## config.mk

```make
export PLATFORM = sky130hd
export DESIGN_NAME = spi_word_packer
export DESIGN_NICKNAME = d
export VERILOG_FILES = /design/src/rtl/spwp_pkg.sv /design/src/rtl/spwp_fifo.sv /design/src/rtl/spwp_tx_unpack.sv /design/src/rtl/spwp_rx_pack.sv /design/src/rtl/spi_word_packer.sv
export SDC_FILE = /design/constraint.sdc
export NUM_CORES = 1
export LEC_CHECK = 0
export BUFFER_PORTS_ARGS = -buffer_cell sky130_fd_sc_hd__buf_2
export CAP_MARGIN = 20
export CORE_ASPECT_RATIO = 0.75
export CORE_UTILIZATION = 50
export CTS_BUF_LIST = sky130_fd_sc_hd__clkbuf_8
export DETAILED_ROUTE_END_ITERATION = 16
export PLACE_DENSITY = 0.72
export REMOVE_ABC_BUFFERS = 1
export SYNTH_ARGS = -nofsm -noshare
export SYNTH_HDL_FRONTEND = slang
export SYNTH_SLANG_ARGS = --single-unit
```

## constraint.sdc

```tcl
create_clock -name clk -period 15 [get_ports clk]
set_input_delay 0.75 -clock clk [delete_from_list [all_inputs] [get_ports clk]]
set_output_delay 0.75 -clock clk [all_outputs]
set_load 0.01 [all_outputs]
```

## src/rtl/spwp_pkg.sv

```systemverilog
package spwp_pkg;

    localparam int FW = 32;

    typedef enum logic [0:0] {TXU_EMPTY, TXU_SEND} txu_state_t;
    typedef enum logic [0:0] {RXP_FILL, RXP_COMMIT} rxp_state_t;

    // SPI words per FIFO word: only exact divisors of the FIFO width pack
    function automatic logic [5:0] slots_of(input logic [5:0] bpw);
        logic [5:0] n;
        case (bpw)
            6'd4:    n = 6'd8;
            6'd8:    n = 6'd4;
            6'd16:   n = 6'd2;
            default: n = 6'd1;
        endcase
        return n;
    endfunction

    function automatic logic [31:0] field_mask(input logic [5:0] bpw);
        logic [32:0] t;
        t = (33'd1 << bpw) - 33'd1;
        return t[31:0];
    endfunction

    function automatic logic [31:0] bit_rev(input logic [31:0] d, input logic [5:0] bpw);
        logic [31:0] r;
        r = '0;
        for (int i = 0; i < FW; i++) begin
            if (i < int'(bpw)) r[i] = d[int'(bpw) - 1 - i];
        end
        return r;
    endfunction

    // valid bytes of a final word, 0 meaning all four
    function automatic logic [1:0] last_bytes(input logic [5:0] n, input logic [5:0] bpw);
        logic [11:0] bits;
        logic [11:0] b;
        logic [1:0]  r;
        if (slots_of(bpw) == 6'd1) begin
            r = (bpw <= 6'd8) ? 2'd1 : ((bpw <= 6'd16) ? 2'd2 : 2'd0);
        end else begin
            bits = {6'd0, n} * {6'd0, bpw};
            b    = (bits + 12'd7) >> 3;
            r    = (b == 12'd4) ? 2'd0 : b[1:0];
        end
        return r;
    endfunction

endpackage

```

## src/rtl/spwp_fifo.sv

```systemverilog
module spwp_fifo #(
    parameter int W     = 32,
    parameter int DEPTH = 8,
    localparam int AW   = (DEPTH > 1) ? $clog2(DEPTH) : 1,
    localparam int CW   = $clog2(DEPTH + 1)
) (
    input  logic          clk,
    input  logic          rst_n,
    input  logic          flush,
    input  logic          push,
    input  logic [W-1:0]  wdata,
    input  logic          pop,
    output logic [W-1:0]  rdata,
    output logic [CW-1:0] count,
    output logic          full,
    output logic          empty
);
    logic [W-1:0]  mem [DEPTH];
    logic [AW-1:0] wptr, rptr;
    logic          push_ok, pop_ok;

    function automatic logic [AW-1:0] step(input logic [AW-1:0] p);
        return (p == AW'(DEPTH - 1)) ? '0 : p + AW'(1);
    endfunction

    assign full    = (count == CW'(DEPTH));
    assign empty   = (count == '0);
    assign push_ok = push && !full;
    assign pop_ok  = pop && !empty;
    assign rdata   = mem[rptr];

    always_ff @(posedge clk) begin
        if (push_ok) mem[wptr] <= wdata;
    end

    always_ff @(posedge clk or negedge rst_n) begin
        if (!rst_n) begin
            wptr  <= '0;
            rptr  <= '0;
            count <= '0;
        end else if (flush) begin
            wptr  <= '0;
            rptr  <= '0;
            count <= '0;
        end else begin
            if (push_ok) wptr <= step(wptr);
            if (pop_ok)  rptr <= step(rptr);
            unique case ({push_ok, pop_ok})
                2'b10:   count <= count + CW'(1);
                2'b01:   count <= count - CW'(1);
                default: count <= count;
            endcase
        end
    end
endmodule

```

## src/rtl/spwp_tx_unpack.sv

```systemverilog
module spwp_tx_unpack
    import spwp_pkg::*;
(
    input  logic        clk,
    input  logic        rst_n,
    input  logic        flush,
    input  logic [5:0]  bpw,
    input  logic        lsb_first,
    input  logic        fifo_empty,
    input  logic [31:0] fifo_rdata,
    output logic        fifo_pop,
    output logic        eng_valid,
    input  logic        eng_ready,
    output logic [31:0] eng_data
);
    txu_state_t  st, st_n;
    logic [31:0] hold;
    logic [5:0]  slot;
    logic [5:0]  nslots;
    logic        last_slot;
    logic [11:0] shamt;
    logic [31:0] field;

    assign nslots    = slots_of(bpw);
    assign last_slot = (slot == nslots - 6'd1);
    assign shamt     = {6'd0, slot} * {6'd0, bpw};
    assign field     = (hold >> shamt) & field_mask(bpw);
    assign eng_data  = lsb_first ? bit_rev(field, bpw) : field;

    always_ff @(posedge clk or negedge rst_n) begin
        if (!rst_n) st <= TXU_EMPTY;
        else        st <= st_n;
    end

    always_ff @(posedge clk or negedge rst_n) begin
        if (!rst_n) begin
            hold <= '0;
            slot <= '0;
        end else if (flush) begin
            slot <= '0;
        end else if (fifo_pop) begin
            hold <= fifo_rdata;
            slot <= '0;
        end else if (eng_valid && eng_ready) begin
            slot <= last_slot ? 6'd0 : slot + 6'd1;
        end
    end

    always_comb begin
        st_n      = st;
        fifo_pop  = 1'b0;
        eng_valid = 1'b0;
        unique case (st)
            TXU_EMPTY: begin
                if (!fifo_empty) begin
                    fifo_pop = 1'b1;
                    st_n     = TXU_SEND;
                end
            end
            TXU_SEND: begin
                eng_valid = 1'b1;
                if (eng_ready && last_slot) st_n = TXU_EMPTY;
            end
        endcase
        if (flush) begin
            st_n     = TXU_EMPTY;
            fifo_pop = 1'b0;
        end
    end
endmodule

```

## src/rtl/spwp_rx_pack.sv

```systemverilog
module spwp_rx_pack
    import spwp_pkg::*;
#(
    parameter int DEPTH = 8,
    localparam int CW   = $clog2(DEPTH + 1)
) (
    input  logic          clk,
    input  logic          rst_n,
    input  logic          flush,
    input  logic [5:0]    bpw,
    input  logic          lsb_first,
    input  logic          eng_valid,
    output logic          eng_ready,
    input  logic [31:0]   eng_data,
    input  logic          eng_last,
    input  logic [CW-1:0] fifo_count,
    output logic          fifo_push,
    output logic [34:0]   fifo_wdata
);
    rxp_state_t  st, st_n;
    logic [31:0] acc;
    logic [5:0]  slot;
    logic        rec_last;
    logic [1:0]  rec_bytes;
    logic [5:0]  nslots;
    logic        accept, closing;
    logic [11:0] shamt;
    logic [31:0] field;
    logic        room;

    assign nslots     = slots_of(bpw);
    assign shamt      = {6'd0, slot} * {6'd0, bpw};
    assign field      = (lsb_first ? bit_rev(eng_data, bpw) : eng_data) & field_mask(bpw);
    assign room       = (fifo_count <= CW'(DEPTH - 2));
    assign accept     = eng_valid && eng_ready;
    assign closing    = accept && ((slot == nslots - 6'd1) || eng_last);
    assign fifo_wdata = {rec_last, rec_bytes, acc};

    always_ff @(posedge clk or negedge rst_n) begin
        if (!rst_n) st <= RXP_FILL;
        else        st <= st_n;
    end

    always_ff @(posedge clk or negedge rst_n) begin
        if (!rst_n) begin
            acc       <= '0;
            slot      <= '0;
            rec_last  <= 1'b0;
            rec_bytes <= '0;
        end else if (flush || fifo_push) begin
            acc      <= '0;
            slot     <= '0;
            rec_last <= 1'b0;
        end else if (accept) begin
            acc  <= acc | (field << shamt);
            slot <= slot + 6'd1;
            if (closing) begin
                rec_last  <= eng_last;
                rec_bytes <= last_bytes(slot + 6'd1, bpw);
            end
        end
    end

    always_comb begin
        st_n      = st;
        eng_ready = 1'b0;
        fifo_push = 1'b0;
        unique case (st)
            RXP_FILL: begin
                eng_ready = room;
                if (closing) st_n = RXP_COMMIT;
            end
            RXP_COMMIT: begin
                fifo_push = 1'b1;
                st_n      = RXP_FILL;
            end
        endcase
        if (flush) begin
            st_n      = RXP_FILL;
            fifo_push = 1'b0;
        end
    end
endmodule

```

## src/rtl/spi_word_packer.sv

```systemverilog
module spi_word_packer #(
    parameter int DEPTH = 8,
    localparam int CW   = $clog2(DEPTH + 1)
) (
    input  logic          clk,
    input  logic          rst_n,
    input  logic          flush,
    input  logic [5:0]    cfg_bpw,
    input  logic          cfg_lsb_first,
    input  logic [CW-1:0] cfg_tx_wm,
    input  logic [CW-1:0] cfg_rx_wm,
    input  logic          tx_wr_en,
    input  logic [31:0]   tx_wr_data,
    output logic          tx_full,
    output logic [CW-1:0] tx_count,
    output logic [CW-1:0] tx_depth,
    output logic          tx_wm_irq,
    output logic          eng_tx_valid,
    input  logic          eng_tx_ready,
    output logic [31:0]   eng_tx_data,
    input  logic          eng_rx_valid,
    output logic          eng_rx_ready,
    input  logic [31:0]   eng_rx_data,
    input  logic          eng_rx_last,
    input  logic          rx_rd_en,
    output logic [31:0]   rx_rd_data,
    output logic [CW-1:0] rx_count,
    output logic          rx_last,
    output logic [1:0]    rx_last_bytes,
    output logic          rx_wm_irq,
    output logic          rx_last_irq
);
    logic          txf_empty, txf_pop;
    logic [31:0]   txf_rdata;
    logic          rxf_push, rxf_full, rxf_empty, rx_pop;
    logic [34:0]   rxf_wdata, rxf_rdata;
    logic [CW-1:0] last_cnt;

    assign tx_depth = CW'(DEPTH);

    spwp_fifo #(.W(32), .DEPTH(DEPTH)) u_txf (
        .clk(clk), .rst_n(rst_n), .flush(flush),
        .push(tx_wr_en), .wdata(tx_wr_data),
        .pop(txf_pop), .rdata(txf_rdata),
        .count(tx_count), .full(tx_full), .empty(txf_empty)
    );

    spwp_tx_unpack u_unpack (
        .clk(clk), .rst_n(rst_n), .flush(flush),
        .bpw(cfg_bpw), .lsb_first(cfg_lsb_first),
        .fifo_empty(txf_empty), .fifo_rdata(txf_rdata), .fifo_pop(txf_pop),
        .eng_valid(eng_tx_valid), .eng_ready(eng_tx_ready), .eng_data(eng_tx_data)
    );

    spwp_rx_pack #(.DEPTH(DEPTH)) u_pack (
        .clk(clk), .rst_n(rst_n), .flush(flush),
        .bpw(cfg_bpw), .lsb_first(cfg_lsb_first),
        .eng_valid(eng_rx_valid), .eng_ready(eng_rx_ready),
        .eng_data(eng_rx_data), .eng_last(eng_rx_last),
        .fifo_count(rx_count), .fifo_push(rxf_push), .fifo_wdata(rxf_wdata)
    );

    spwp_fifo #(.W(35), .DEPTH(DEPTH)) u_rxf (
        .clk(clk), .rst_n(rst_n), .flush(flush),
        .push(rxf_push), .wdata(rxf_wdata),
        .pop(rx_pop), .rdata(rxf_rdata),
        .count(rx_count), .full(rxf_full), .empty(rxf_empty)
    );

    assign rx_pop        = rx_rd_en && !rxf_empty;
    assign rx_rd_data    = rxf_rdata[31:0];
    assign rx_last       = !rxf_empty && rxf_rdata[34];
    assign rx_last_bytes = rx_last ? rxf_rdata[33:32] : 2'd0;

    always_ff @(posedge clk or negedge rst_n) begin
        if (!rst_n) begin
            last_cnt <= '0;
        end else if (flush) begin
            last_cnt <= '0;
        end else begin
            unique case ({rxf_push && rxf_wdata[34], rx_pop && rx_last})
                2'b10:   last_cnt <= last_cnt + CW'(1);
                2'b01:   last_cnt <= last_cnt - CW'(1);
                default: last_cnt <= last_cnt;
            endcase
        end
    end

    assign tx_wm_irq   = (cfg_tx_wm != '0) && (tx_count <= cfg_tx_wm);
    assign rx_wm_irq   = (cfg_rx_wm != '0) && (rx_count >= cfg_rx_wm);
    assign rx_last_irq = (last_cnt != '0);
endmodule

```

# == Word level (Yosys, flattened, before mapping) ==
# Memory sizes are Yosys's and may differ from the RTL's. A register that Yosys moved wholly into a read port is not among the register bits.
# Index checks and enable logic that the tools add are counted.
# classes
magnitude_cmp,69
n_eq_ne,19
n_shift,3
div,0
multipliers,3
muxes,313
n_reduce_logical,39
add_sub_neg,47
bitwise_logic,7
# op_table
cell,count
"< comparator 32 x 7 -> 1 bit, second input constant",32
"subtractor 32 x 6 -> 32 bit, second input constant",16
binary-select mux 1 bit (select 5 bit),64
"subtractor 32 x 5 -> 32 bit, second input constant",8
two-way mux 1 bit,210
two-way mux 32 bit,4
"subtractor 32 x 4 -> 32 bit, second input constant",4
"< comparator 5 x 6 -> 1 bit, first input constant",16
bitwise AND 32 bit,2
"subtractor 32 x 3 -> 32 bit, second input constant",2
two-way mux 6 bit,9
"< comparator 4 x 6 -> 1 bit, first input constant",8
multiplier 6 x 6 -> 12 bit,3
two-way mux 3 bit,12
OR 32 bit,1
"left shift 1 x 6 -> 32 bit, first input constant",1
left shift 32 x 12 -> 32 bit,1
right shift 32 x 12 -> 32 bit,1
"subtractor 32 x 1 -> 32 bit, second input constant",1
"subtractor 32 x 2 -> 32 bit, second input constant",1
"< comparator 3 x 6 -> 1 bit, first input constant",4
one-hot mux 4 bit (2 select lines),3
logical AND 1 bit,14
"adder 12 x 3 -> 12 bit, second input constant",1
36 further kinds,82
# totals
ramBits,536
reg_bits,73
romBits,0
latch_bits,0
mem_count,2
output_inout_bits,85
# mem_list
memory,words,width,rd,rd_ports_with_merged_regs,write_ports,line_no,source
u_rxf.mem,8,35,1,0,1,spwp_fifo.sv:18,logic [W-1:0] mem [DEPTH];
u_txf.mem,8,32,1,1,1,spwp_fifo.sv:18,

# == Logic depth before layout (Yosys ltp) ==
# logic_depth
depth_word,12
mapped_depth,28
mapped_depth_nobuf,19

# == Cells and area by module ==
# Synthesis repeated with hierarchy kept, for this count alone.
# hier_totals
hier_cells,3719
hier_area_um2,42998.7
# modules_own_cells
module,area_each_um2,cells_each,seq_area_each_um2,instances
spwp_fifo at u_rxf,11200.7,485,8658.3,1
spwp_tx_unpack,10661.5,1376,975.9,1
spwp_fifo at u_txf,10301.1,450,7937.6,1
spwp_rx_pack,10222.3,1341,1051.0,1
spi_word_packer,613.1,67,100.1,1

# == Worst setup path after synthesis ==
# OpenSTA, ideal clock, no wires.
# synth_timing
path_kind,input port to output port
start,input port cfg_bpw[0]
end,output port eng_tx_data[10]
path_buffers,8
path_slack_ps,6792
arrival_ps,7458
stages,25
cell_sequence,buf_4 > buf_2 > buf_2 > buf_2 > clkbuf_1 > clkbuf_1 > clkbuf_1 > clkbuf_1 > nand2_1 > fa_1 > fa_1 > fa_1 > inv_1 > ha_1 > nor2b_1 > o21ai_0 > a21oi_1 > o31a_1 > nor4_1 > nand2_1 > nor2_1 > nand2b_1 > mux4_2 > mux2_2 > o22ai_1
# synth_via
elab_chain_len,8
elab_cells_between_ends,13
classes_between,add/sub: 3; mul: 1; order compare: 1; shift: 2; mux: 5; bitwise: 1
# synth_rtl
element,line_no,source
start: declaration,spi_word_packer.sv:8,"input logic [5:0] cfg_bpw,"
multiplier 6 x 6 -> 12 bit or left shift 1 x 6 -> 32 bit (tied branches),"spwp_tx_unpack.sv:26, spwp_pkg.sv:22",
right shift 32 x 12 -> 32 bit or subtractor 32 x 1 -> 32 bit (tied branches),"spwp_tx_unpack.sv:27, spwp_pkg.sv:22",
bitwise AND 32 bit,spwp_tx_unpack.sv:27,assign field = (hold >> shamt) & field_mask(bpw);
binary-select mux 1 bit (select 5 bit),spwp_pkg.sv:30,if (i < int'(bpw)) r[i] = d[int'(bpw) - 1 - i];
two-way mux 1 bit (implied by the code) (2 in series),spwp_pkg.sv:30,
two-way mux 1 bit,spwp_pkg.sv:30,
two-way mux 32 bit *,spwp_tx_unpack.sv:28,"assign eng_data = lsb_first ? bit_rev(field, bpw) : field;"
end: declaration,spi_word_packer.sv:20,"output logic [31:0] eng_tx_data,"
# Mark *: on every way between the ends. The rest lies on a longest branch, timed or not. The select of a mux whose other input is x is not followed.

# == Worst setup path in the final report ==
# layout_timing
start,register u_unpack.slot[2]
end,output port eng_tx_data[19]
# layout_via
elab_chain_len,8
# layout_rtl
element,line_no,source
start: declaration,spwp_tx_unpack.sv:18,logic [5:0] slot;
start signal: assignment,spwp_tx_unpack.sv:45,slot <= last_slot ? 6'd0 : slot + 6'd1;
multiplier 6 x 6 -> 12 bit *,spwp_tx_unpack.sv:26,"assign shamt = {6'd0, slot} * {6'd0, bpw};"
right shift 32 x 12 -> 32 bit *,spwp_tx_unpack.sv:27,
bitwise AND 32 bit *,spwp_tx_unpack.sv:27,
binary-select mux 1 bit (select 5 bit),spwp_pkg.sv:30,
two-way mux 1 bit (implied by the code) (2 in series),spwp_pkg.sv:30,
two-way mux 1 bit,spwp_pkg.sv:30,
two-way mux 32 bit *,spwp_tx_unpack.sv:28,
# Marked as above.

==> flow_summary_export.csv <==
group,metric,value,unit
worst_setup_path,slowest_delay,950,ps
cells_and_area,drive_gt1_share,23.0,%
synth,synth.area.top_cells,"sky130_fd_sc_hd__edfxtp_1 40%, sky130_fd_sc_hd__mux4_2 13%, sky130_fd_sc_hd__dfrtp_1 6.4%, sky130_fd_sc_hd__mux2i_1 3.4%, sky130_fd_sc_hd__ha_1 3.2%",
global_routing,grt_first_pass_wirelength,195000,µm
synth,synth_edf_count,536,
clock_tree,clock-sinks,641,
place,gpl.final_weighted_congestion,1.06,
clock_tree,clock_pin_slew_worst_setup_and_hold_paths,60,ps
place,placed_area,42600,µm²
worst_setup_path,timing.critical_path.slowest_stage_cell,"sky130_fd_sc_hd__nor4_1",
synth,synth_area,40700,µm²
floorplanning,floorplan.die.height,249,µm
outcome,outcome,"complete, no violations",
synth,synthCells,3352,
clock_tree,cts_setup_buffers,0,
synth,yosys_warnings,0,
synth,post-synth-top-area-cell,"sky130_fd_sc_hd__edfxtp_1",
timing,finalHoldViolations,0,
worst_setup_path,cell_depth_of_the_worst_flop_to_flop_path,17,
timing,finalClockSkew,28.6,ps
routing,ant_nets,0,
worst_setup_path,timing.critical_path.from,"u_unpack.slot[2]$_DFFE_PN0P_",
power_and_ir_drop,totalPowerFinal,6280,µW
routing,detail_route.vias_per_cell,6.78,
timing,finalCriticalPeriod,8920,ps
routing,route.detailed.drc,0,
synth,synth_top_area_share,39.5,%
synth,post_synth.cell_area_avg,12.2,µm²
job,max_cap_viol_count,0,
worst_setup_path,worstPathCellList,"nand2_1 -> fa_1 -> inv_1 -> fa_1 -> fa_1 -> ha_1 -> a21o_1 -> a21oi_1 -> o221ai_1 -> o31a_1 -> nor4_1 -> nand2_1 -> nor2_1 -> a31oi_1 -> nand3_1 -> o311ai_0 -> o32ai_1 -> buf_2",
routing,drtIter0Drc,4521,
power_and_ir_drop,p_per_area,141,nW/µm²
worst_setup_path,critical_path_at,8170,ps
timing,timing.final.max_slew_violations,0,
timing,worstMarginPinSlew,1430,ps
timing,fin_setup_tns,0,ps
worst_setup_path,critical_path.max_fanout,12,
clock_tree,cts_tree,"done",
global_routing,grt_start_max_net_pins,65,
routing,final_routed_wirelength_across_all_metal_layers,132000,µm
global_routing,number_of_global_route_vias_before_repair,29200,
routing,drt_pass1_iterations,7,
floorplanning,core_region_area,80500,µm²
global_routing,grt_antenna_before_repair,5,
cells_and_area,layout.cell_area.non_filler,44600,µm²
timing,setup_repair_after_global_routing_missed_its_margin,"no",
clock_tree,worst_skew_pair.late_latency,740,ps
routing,routed-via-count,31200,
worst_setup_path,timing.setup.critical_path_class,"flip-flop to output pin",
worst_setup_path,worst_ep_required_time,14250,ps
power_and_ir_drop,ir_worst_vdd,76.6,µV
worst_setup_path,critical_path_cell_count,18,
global_routing,globalRoute.totalOverflow,0,
timing,timing.final.setup_violations,0,
power_and_ir_drop,cellLeakagePower,0.0164,µW
synth,synth-seq-cells,641,
worst_setup_path,critical-path-top-delay-family,"simple AND/OR/NAND/NOR gates",
place,place.port_buffers,167,
worst_setup_path,setup.worst_path.end_class,"output pin",
clock_tree,htree_num_levels,3,
clock_tree,cts.root.buffer_cell,"sky130_fd_sc_hd__clkbuf_8",
cells_and_area,finalNonFillerCells,4601,
worst_setup_path,critPathMostFrequentCell,"sky130_fd_sc_hd__fa_1",
synth,yosys_most_used_dff,"sky130_fd_sc_hd__edfxtp_1",
clock_tree,post_cts_resized,0,
worst_hold_path,worst_hold_path_type,"primary input to async pin",
synth,synth_cell_types,113,
cells_and_area,design.final.nets,3692,
place,post-place-cells,4417,
cells_and_area,area_growth_syn_to_layout,9.39,%
cells_and_area,finalCoreUtilization,55.4,%
clock_tree,cts_hold_buffers,0,
floorplanning,die_area,82600,µm²
worst_setup_path,r2r_start,"u_pack.slot[0]$_DFFE_PN0P_",
timing,final_min_period_over_clock_period,59.5,%
clock_tree,clk_path_buf_depth,3,
synth,postSynth.asyncResetShare,16.4,%
floorplanning,initial_utilization,50.6,%
timing,clock.fmax,0.112,GHz
place,place.detailed.hpwl,94400,µm
timing,slew_headroom,4.40,%
synth,ys_seq_area_share,46.0,%
clock_tree,numCtsBuffers,96,
global_routing,groute.usage.overall,31.6,%
floorplanning,num_rows,90,
worst_setup_path,startpoint_type,"flip-flop",
floorplanning,die_width,332,µm
worst_setup_path,critical_path_buf_inv_count,2,
routing,routedWlPerCell,28.7,µm
floorplanning,num_io_pins,172,
[routing by layer]
metal	track usage, %	share of wire (%)	vias up
met1	49.1	44	15700
met2	42.2	41	1904
li1	-	-	13300
met3	9.50	12	252
met5	0.460	0.064	-
met4	8.94	2.8	8
[sequential cells by signal (all words and copies together), names as in the netlist, 6 cells and up]
signal	count
u_pack.acc	32
u_rxf.mem	280
u_txf.mem	256
u_pack.slot	6
u_unpack.hold	32
u_unpack.slot	6
[layout by cell type, fill, tap and decap left out, types with 20 or more instances in the layout]
master                     synthesis  routed
sky130_fd_sc_hd__a31oi_1          22      22
sky130_fd_sc_hd__a21o_1           37      37
sky130_fd_sc_hd__a22o_1           20      20
sky130_fd_sc_hd__a221oi_1         20      20
sky130_fd_sc_hd__clkinv_1          8      24
sky130_fd_sc_hd__o211ai_1         22      22
sky130_fd_sc_hd__nand2b_1         38      38
sky130_fd_sc_hd__fa_1             41      41
sky130_fd_sc_hd__o21ai_0         109     109
sky130_fd_sc_hd__a211oi_1         39      39
sky130_fd_sc_hd__buf_2            26     165
sky130_fd_sc_hd__and2_1           62      62
sky130_fd_sc_hd__mux4_2          242     242
sky130_fd_sc_hd__nand2_1         252     252
sky130_fd_sc_hd__a22oi_1          22      22
sky130_fd_sc_hd__inv_1            83     106
sky130_fd_sc_hd__nor2_1          263     252
sky130_fd_sc_hd__edfxtp_1        536     536
sky130_fd_sc_hd__xor2_1           21      21
sky130_fd_sc_hd__buf_4             9      70
sky130_fd_sc_hd__o22ai_1          27      27
sky130_fd_sc_hd__dfrtp_1         105      99
sky130_fd_sc_hd__nor2b_1          29      29
sky130_fd_sc_hd__mux2_2          102     102
sky130_fd_sc_hd__o31ai_1          22      22
sky130_fd_sc_hd__and3_1           21      21
sky130_fd_sc_hd__nand3_1          80      80
sky130_fd_sc_hd__clkbuf_8          0     105
sky130_fd_sc_hd__ha_1            103     102
sky130_fd_sc_hd__a21oi_1         164     164
sky130_fd_sc_hd__nor3_1           73      66
sky130_fd_sc_hd__mux2i_1         139     139
sky130_fd_sc_hd__xnor2_1          34      34
sky130_fd_sc_hd__nor4_1           21      20
[synthesized netlist by cell type, types with 37 or more instances]
library cell               count
sky130_fd_sc_hd__a21oi_1     164
sky130_fd_sc_hd__fa_1         41
sky130_fd_sc_hd__a21o_1       37
sky130_fd_sc_hd__o21ai_0     109
sky130_fd_sc_hd__nand3_1      80
sky130_fd_sc_hd__a211oi_1     39
sky130_fd_sc_hd__ha_1        103
sky130_fd_sc_hd__nor3_1       73
sky130_fd_sc_hd__dfrtp_1     105
sky130_fd_sc_hd__buf_1        38
sky130_fd_sc_hd__edfxtp_1    536
sky130_fd_sc_hd__mux2i_1     139
sky130_fd_sc_hd__mux4_2      242
sky130_fd_sc_hd__clkbuf_1    152
sky130_fd_sc_hd__nand2_1     252
sky130_fd_sc_hd__inv_1        83
sky130_fd_sc_hd__nand2b_1     38
sky130_fd_sc_hd__nor2_1      263
sky130_fd_sc_hd__and2_1       62
sky130_fd_sc_hd__mux2_2      102
[path summary, 6_finish.rpt]
| kind | end | slack, ps |
|---|---|---|
| setup / recovery | eng_tx_data[19] | 6080 |
| setup reg to reg | u_pack.acc[4]$_DFFE_PN0P_ | 8670 |
| hold reg to reg | last_cnt[3]$_DFFE_PN0P_ | 540 |
| max in group asynchronous | u_rxf.rptr[0]$_DFFE_PN0P_ | 13640 |
| min in group clk | u_txf.mem[7][2]$_DFFE_PP_ | 280 |
| hold / removal | u_txf.wptr[2]$_DFFE_PN0P_ | 30 |
[metrics by stage]
| step | worst slack, ps | hold WS [ps] |
|---|---|---|
| after global routing | 6020 | 47.0 |
| after detailed placement | 6520 | 527 |
| after floorplan | 6880 | 454 |
| final | 6080 | 31.8 |
| after global placement | 6600 | 515 |
| after CTS | 6410 | 0.120 |
[report_power, final]
part / total (µW) / switching [µW] / internal, µW
clock network: 1430 / 698 / 730
logic: 2450 / 1450 / 997
registers: 2400 / 255 / 2150
total: 6280 / 2400 / 3880
[logic make-up after synthesis]
logic type	share of synthesized area, %
AOI/OAI and AO/OA	12.8
xor gates and xnor gates	1.86
adders and majority gates	5.18
buffers and inverters	3.24
DFF	46.0
muxes	19.6
other	0.0184
and+or+nand+nor	11.3
[final cells by class]
type                    count  area [µm²]
fillers                  6615       35900
multi-input cells        2390       20800
flip-flops and latches    641       18700
clock buffers             105        1450
repair buffers            239        1380
well taps                1058        1320
clock inverters            74         504
inverters                  93         349
diodes                      1        2.50
No activity file was read; power rests on OpenSTA's default activity.
